`src/rtl/irqc_pkg.sv`:
```
package irqc_pkg;

  localparam int VW = 8;

  typedef enum logic [1:0] {
    RESP_NONE  = 2'd0,
    RESP_GRANT = 2'd1,
    RESP_SPUR  = 2'd2
  } ack_resp_e;

  // Processor priority from task priority and highest in-service vector.
  function automatic logic [VW-1:0] ppr_calc(input logic [VW-1:0] tpr,
                                             input logic isr_any,
                                             input logic [VW-1:0] isr_top);
    logic [3:0] icls;
    icls = isr_any ? isr_top[7:4] : 4'h0;
    return (tpr[7:4] >= icls) ? tpr : {icls, 4'h0};
  endfunction

  // Top request outranks current priority.
  function automatic logic can_deliver(input logic en, input logic irr_any,
                                       input logic [VW-1:0] irr_top,
                                       input logic [VW-1:0] ppr);
    return en && irr_any && ((ppr == '0) || (irr_top[7:4] > ppr[7:4]));
  endfunction

endpackage

```
`src/rtl/irqc_top_find.sv`:
```
module irqc_top_find #(
  parameter int N  = 256,
  parameter int IW = $clog2(N)
) (
  input  logic [N-1:0]  bits,
  output logic          any,
  output logic [IW-1:0] idx
);
  always_comb begin
    any = 1'b0;
    idx = '0;
    for (int i = 0; i < N; i++) begin
      if (bits[i]) begin
        any = 1'b1;
        idx = IW'(i);
      end
    end
  end
endmodule

```
`src/rtl/irqc_vecbank.sv`:
```
module irqc_vecbank #(
  parameter int N  = 256,
  parameter int IW = $clog2(N)
) (
  input  logic          clk,
  input  logic          rst,
  input  logic          set_en,
  input  logic [IW-1:0] set_idx,
  input  logic          clr_en,
  input  logic [IW-1:0] clr_idx,
  output logic [N-1:0]  q
);
  logic [N-1:0] set_mask, clr_mask;

  always_comb begin
    set_mask = set_en ? (N'(1) << set_idx) : '0;
    clr_mask = clr_en ? (N'(1) << clr_idx) : '0;
  end

  // setting wins over clearing in the same cycle
  always_ff @(posedge clk) begin
    if (rst) q <= '0;
    else     q <= (q & ~clr_mask) | set_mask;
  end
endmodule

```
`src/rtl/irqc_arb.sv`:
```
module irqc_arb
  import irqc_pkg::*;
(
  input  logic          en,
  input  logic [VW-1:0] tpr,
  input  logic          irr_any,
  input  logic [VW-1:0] irr_top,
  input  logic          isr_any,
  input  logic [VW-1:0] isr_top,
  input  logic          ack,
  output logic [VW-1:0] ppr,
  output logic          deliver_nz,
  output logic          blocked,
  output ack_resp_e     resp
);
  logic deliver;

  always_comb begin
    ppr        = ppr_calc(tpr, isr_any, isr_top);
    deliver    = can_deliver(en, irr_any, irr_top, ppr);
    deliver_nz = deliver && (irr_top != '0);
    blocked    = en && irr_any && !deliver;
    if (!ack)            resp = RESP_NONE;
    else if (deliver_nz) resp = RESP_GRANT;
    else if (blocked)    resp = RESP_SPUR;
    else                 resp = RESP_NONE;
  end
endmodule

```
`src/rtl/irqc_ctrl.sv`:
```
module irqc_ctrl
  import irqc_pkg::*;
#(
  parameter int NVEC = 256,
  parameter int DIR_BIT = 12
) (
  input  logic          clk,
  input  logic          rst,
  input  logic          req_valid,
  input  logic [7:0]    req_vec,
  input  logic          req_level,
  input  logic          ack_strobe,
  input  logic          eoi_strobe,
  input  logic          tpr_wr,
  input  logic [3:0]    tpr_class,
  input  logic          svr_wr,
  input  logic [15:0]   svr_data,
  output logic          irq_out,
  output logic          ack_valid,
  output logic          ack_none,
  output logic [7:0]    ack_vec,
  output logic [7:0]    ppr_out,
  output logic          eoi_bcast_valid,
  output logic [7:0]    eoi_bcast_vec
);
  localparam int IW = $clog2(NVEC);

  logic [NVEC-1:0] irr_bits, isr_bits, tmr_bits;
  logic            irr_any, isr_any;
  logic [IW-1:0]   irr_top, isr_top;
  logic [7:0]      tpr_q;
  logic [7:0]      spur_vec_q;
  logic            en_q, dir_q;
  logic            deliver_nz, blocked;
  ack_resp_e       resp;

  // named internal events
  logic ack_take, eoi_take, eoi_bcast_now, tmr_set, tmr_clr;

  irqc_top_find #(.N(NVEC), .IW(IW)) u_irr_find (
    .bits(irr_bits), .any(irr_any), .idx(irr_top));
  irqc_top_find #(.N(NVEC), .IW(IW)) u_isr_find (
    .bits(isr_bits), .any(isr_any), .idx(isr_top));

  irqc_arb u_arb (
    .en(en_q), .tpr(tpr_q),
    .irr_any(irr_any), .irr_top(8'(irr_top)),
    .isr_any(isr_any), .isr_top(8'(isr_top)),
    .ack(ack_strobe),
    .ppr(ppr_out), .deliver_nz(deliver_nz), .blocked(blocked), .resp(resp));

  always_comb begin
    ack_take      = (resp == RESP_GRANT);
    eoi_take      = eoi_strobe && isr_any;
    eoi_bcast_now = eoi_take && tmr_bits[isr_top] && !dir_q;
    tmr_set       = req_valid && req_level;
    tmr_clr       = req_valid && !req_level;
  end

  irqc_vecbank #(.N(NVEC), .IW(IW)) u_irr (
    .clk(clk), .rst(rst),
    .set_en(req_valid), .set_idx(IW'(req_vec)),
    .clr_en(ack_take),  .clr_idx(irr_top),
    .q(irr_bits));

  irqc_vecbank #(.N(NVEC), .IW(IW)) u_isr (
    .clk(clk), .rst(rst),
    .set_en(ack_take), .set_idx(irr_top),
    .clr_en(eoi_take), .clr_idx(isr_top),
    .q(isr_bits));

  irqc_vecbank #(.N(NVEC), .IW(IW)) u_tmr (
    .clk(clk), .rst(rst),
    .set_en(tmr_set), .set_idx(IW'(req_vec)),
    .clr_en(tmr_clr), .clr_idx(IW'(req_vec)),
    .q(tmr_bits));

  always_ff @(posedge clk) begin
    if (rst) begin
      tpr_q           <= '0;
      spur_vec_q      <= '0;
      en_q            <= 1'b0;
      dir_q           <= 1'b0;
      irq_out         <= 1'b0;
      ack_valid       <= 1'b0;
      ack_none        <= 1'b0;
      ack_vec         <= '0;
      eoi_bcast_valid <= 1'b0;
      eoi_bcast_vec   <= '0;
    end else begin
      if (tpr_wr) tpr_q <= {tpr_class, 4'h0};
      if (svr_wr) begin
        spur_vec_q <= svr_data[7:0];
        en_q       <= svr_data[8];
        dir_q      <= svr_data[DIR_BIT];
      end
      irq_out   <= deliver_nz;
      ack_valid <= ack_strobe;
      ack_none  <= ack_strobe && (resp == RESP_NONE);
      case (resp)
        RESP_GRANT: ack_vec <= 8'(irr_top);
        RESP_SPUR:  ack_vec <= spur_vec_q;
        default:    ack_vec <= '0;
      endcase
      eoi_bcast_valid <= eoi_bcast_now;
      eoi_bcast_vec   <= eoi_bcast_now ? 8'(isr_top) : '0;
    end
  end

  // ---------------- assertions ----------------
  p_reset_quiet_r1: assert property (@(posedge clk)
    rst |=> (!irq_out && !ack_valid && !eoi_bcast_valid));

  p_ppr_floor_r2: assert property (@(posedge clk) disable iff (rst)
    (ppr_out[7:4] >= tpr_q[7:4]) && (!isr_any || ppr_out[7:4] >= isr_top[7:4]));

  p_disabled_quiet_r3: assert property (@(posedge clk) disable iff (rst)
    !en_q |=> !irq_out);

  p_ack_take_r4: assert property (@(posedge clk) disable iff (rst)
    (ack_take && !(req_valid && req_vec == 8'(irr_top)))
      |=> (isr_bits[$past(irr_top)] && !irr_bits[$past(irr_top)]));

  p_block_hold_r5: assert property (@(posedge clk) disable iff (rst)
    (ack_strobe && blocked && !req_valid && !eoi_strobe)
      |=> ($stable(irr_bits) && $stable(isr_bits)));

  p_edge_clear_r7: assert property (@(posedge clk) disable iff (rst)
    tmr_clr |=> !tmr_bits[$past(IW'(req_vec))]);

  p_bcast_source_r8: assert property (@(posedge clk) disable iff (rst)
    eoi_bcast_valid |-> $past(eoi_strobe));

endmodule

```
`config.mk`:
```
export PLATFORM = sky130hd
export DESIGN_NAME = irqc_ctrl
export DESIGN_NICKNAME = d
export VERILOG_FILES = /design/src/rtl/irqc_pkg.sv /design/src/rtl/irqc_top_find.sv /design/src/rtl/irqc_vecbank.sv /design/src/rtl/irqc_arb.sv /design/src/rtl/irqc_ctrl.sv
export SDC_FILE = /design/constraint.sdc
export NUM_CORES = 2
export LEC_CHECK = 0
export ABC_AREA = 0
export BUFFER_PORTS_ARGS = -buffer_cell sky130_fd_sc_hd__buf_2
export CAP_MARGIN = 0
export CORE_ASPECT_RATIO = 0.9
export CORE_MARGIN = 4
export CORE_UTILIZATION = 50
export CTS_CLUSTER_DIAMETER = 80
export DETAILED_ROUTE_END_ITERATION = 8
export PLACE_DENSITY = 0.66
export SETUP_SLACK_MARGIN = 0.02
export SYNTH_ARGS = -nofsm -noshare
export SYNTH_HDL_FRONTEND = slang
export SYNTH_SLANG_ARGS = --single-unit
```
`constraint.sdc`:
```
create_clock -name clk -period 7.4 [get_ports clk]
set_clock_uncertainty 0.1 [all_clocks]
set_input_delay 0.37 -clock clk [delete_from_list [all_inputs] [get_ports clk]]
set_output_delay 0.37 -clock clk [all_outputs]
set_load 0.01 [all_outputs]
```
==> impl_metrics.csv <==
group,metric,value,unit
run_status,status,"finished, violations left",
run_status,violations,"DRC",
synth,synth_ff_type,"dfxtp_1",
hold_path,hold_end,"en_q$_SDFFE_PP0P_",
pwr,p_leak,0.0165,uW
routing,dr_total_vias,46148,
synth,ys_types,94,
global_route,grt_first_pass_wirelength,283000,um
synth,async_flop_share,0,
hold_path,hold_path_depth,3,
worst_setup_path,crit_buf_inv,7,
cells_and_area,nNetsFinal,5754,
global_route,gr-usage-all-layers,0.458,
global_route,grt_antenna_before_repair,4,
clock_network,path_clk_slew,0.07,ns
timing,max_freq,141,MHz
clock_network,cts_buffer_depth,3,
floorplan,start_util,0.507,
clock_network,tritoncts,"done",
worst_setup_path,critPathTopFamily,"compound AO/OA/AOI/OAI gates",
pwr,swShare,0.265,
worst_setup_path,crit_type,"flop to flop",
job,cap_violations,0,
synth,yosysWarnings,0,
global_route,grt_pass1_vias,40100,
clock_network,cts_sinks,802,
worst_setup_path,reg2reg_from,"u_isr.q[20]$_SDFF_PP0_",
synth,ys_seq_area_frac,0.404,
cells_and_area,drive_gt1_frac,0.115,
worst_setup_path,slowest_stage,"a2111oi_2",
timing,setup-violations-final,0,
synth,synth_area,39700,um2
timing,min_period,7.11,ns
clock_network,worstSkewPairLatency,0.68,ns
synth,syn_area_per_cell,7.19,um2
floorplan,coreArea,78300,um2
pwr,ir_drop,0.170,mV
synth,synth_top_area_frac,0.404,
routing,postRouteAntennaNets,0,
timing,final_max_slew_viol_count,0,
pwr,p_switching,2680,uW
pwr,clock_power_share,0.481,
cells_and_area,fin_area,46400,um2
placement,place_congestion,1.10,
synth,syn_inst,5518,
cells_and_area,area_delta_synth_final,17.0,%
cells_and_area,utilization,0.593,
routing,viasPerCell,6.77,
floorplan,ios,64,
hold_path,hp-class,"input pin to flop",
pwr,p_int,7430,uW
synth,synth.most_common_cell,"nand2_1",
floorplan,die-height,275,um
worst_setup_path,cp.arrival,7.52,ns
timing,max_slew_margin,0.0532,
timing,hold_viol,0,
pwr,p_seq_frac,0.429,
placement,dp_hpwl,145000,um
floorplan,rows,97,
floorplan,fp.dieW,305,um
clock_network,numCtsBuffers,87,
pwr,pwr_density_cell,218,nW/um2
synth,ys_top_cells_by_count,"nand2_1 (996), a21oi_1 (884), dfxtp_1 (802)",
worst_setup_path,setup.worst_path.end_class,"flop",
synth,synth-edff-count,0,
clock_network,clk_root_buffer_cell,"clkbuf_16",
routing,drt-initial-drc-count,8681,
routing,firstDrtPassIters,9,
pwr,pwr-share-comb,0.090,
routing,wl_per_cell,29.6,um
routing,wl,202000,um
global_route,overflow,0,
synth,ys_seq_elements,802,
worst_setup_path,r2r_cells,36,
placement,io_buffers,53,
worst_setup_path,cp-start-kind,"flop",
timing,worst_slew_pin_slew,1.41,ns
worst_setup_path,timing.rr.end,"u_irr.q[82]$_SDFF_PP0_",
pwr,finalPower,10100,uW
global_route,grt_start_max_net_pins,191,
clock_network,h-tree-depth,3,
worst_setup_path,slowest_delay,0.42,ns
worst_setup_path,critPathMaxFanout,8,
hold_path,min_from,"svr_wr",
timing,finalCritPeriodShare,0.961,
placement,placed_area,42800,um2
synth,yosys-top-cells-area,"dfxtp_1 (40%), a21oi_1 (11%), nand2_1 (9.4%), o21ai_0 (6.0%), nor2_1 (5.2%)",
routing,drc,12,
floorplan,die_area,84000,um2
worst_setup_path,r2r_setup_slack,0.29,ns
synth,yosysTopAreaCell,"dfxtp_1",
worst_setup_path,worstPathRequired,7.81,ns
## worst max path at each step
stage / end / depth (start not counted) / from / slack, ns
2_1_floorplan: u_irr.q[88]$_SDFF_PP0_ / 34 / u_isr.q[156]$_SDFF_PP0_ / 0.49
3_3_place_gp: u_irr.q[121]$_SDFF_PP0_ / 35 / u_isr.q[24]$_SDFF_PP0_ / -0.11
3_5_place_dp: u_irr.q[121]$_SDFF_PP0_ / 34 / u_isr.q[16]$_SDFF_PP0_ / -0.12
4_1_cts: u_irr.q[121]$_SDFF_PP0_ / 34 / u_isr.q[28]$_SDFF_PP0_ / 0.04
5_1_grt: u_irr.q[152]$_SDFF_PP0_ / 37 / u_isr.q[20]$_SDFF_PP0_ / -0.05
6_report: u_irr.q[82]$_SDFF_PP0_ / 36 / u_isr.q[20]$_SDFF_PP0_ / 0.29
## power groups by stage
| stage | combinational, uW | sequential (uW) | clock (uW) |
|---|---|---|---|
| final | 907 | 4340 | 4870 |
| after CTS | 842 | 4340 | 4820 |
| after global placement | 828 | 4430 | 0 |
| after global routing | 896 | 4340 | 5010 |
| after floorplan | 418 | 4430 | 0 |
| after detailed placement | 826 | 4430 | 0 |
## layout by cell type (no fill, tap or decap), drive strengths merged, types with 14 or more instances in the layout
master	n
bufinv	14
nand3	294
clkinv	20
nand4	30
nand2	998
inv	131
or4	33
a211oi	41
and3	22
a31oi	40
clkbuf	122
o311ai	21
a2111oi	22
nor3	130
dlygate4sd3	32
buf	393
o31ai	50
nor2b	39
o21bai	14
nor4	163
o211ai	34
a21oi	886
dfxtp	802
nand2b	46
nor2	555
o21ai	483
mux2i	50
or3	26
a211o	16
o21a	15
mux2	14
and2	21
## cells by family after synthesis
family | after synthesis | share of synthesized area
fa+ha+maj | 11 | 0.00347
buf+inv | 459 | 0.0454
mux | 64 | 0.0167
compound gates | 1782 | 0.260
flops | 802 | 0.404
other cells | 1 | 0.0000945
simple gates | 2399 | 0.270
## stage by stage
step / TNS [ns] / setup WS (ns) / cells / hold WS (ns)
CTS: 0 / 0.0412 / 6816 / 0.0688
floorplan: 0 / 0.490 / 5521 / 0.331
detailed placement: -0.475 / -0.118 / 6624 / 0.345
finish: 0 / 0.287 / 6821 / 0.0814
global placement: -0.351 / -0.105 / 6624 / 0.339
global route: -0.218 / -0.0460 / 6817 / 0.0981
## tightest hold or removal path, cell delays in order
cell and delay (ns):
buf_2 0.21, mux2i_1 0.16, nor2_1 0.07
## sequential cells by signal, summed over array words and instances (netlist names)
signal,count
irq_out,1
eoi_bcast_vec,8
tpr_q,4
spur_vec_q,8
ack_none,1
u_irr.q,256
en_q,1
ack_valid,1
u_tmr.q,256
dir_q,1
u_isr.q,256
eoi_bcast_valid,1
ack_vec,8
## area by class of cell
type                    instances  area [um2]
diodes                          4        10.0
clock buffers                 121        2560
clock inverters                39         578
fillers                      7558       31800
inverters                     130         488
multi-input cells            4260       22200
flip-flops and latches        802       16100
well taps                    1039        1300
repair buffers                426        3280
## layer usage
layer  GRT usage  wire length (um)  vias to the layer above
met1       0.636             80000                    21524
li1            -                 -                    20171
met4       0.174              9980                       16
met5      0.0352               580                        -
met2       0.578             72500                     3800
met3       0.249             38700                      637
## timing repair
item,CTS,global route
buffers inserted,0,1
endpoints found under the hold margin,32,0
hold buffers,32,0
resized for setup,1,35
endpoints found under the setup margin,17,509
pin swaps,0,2
(Power assumes the default switching activity.)
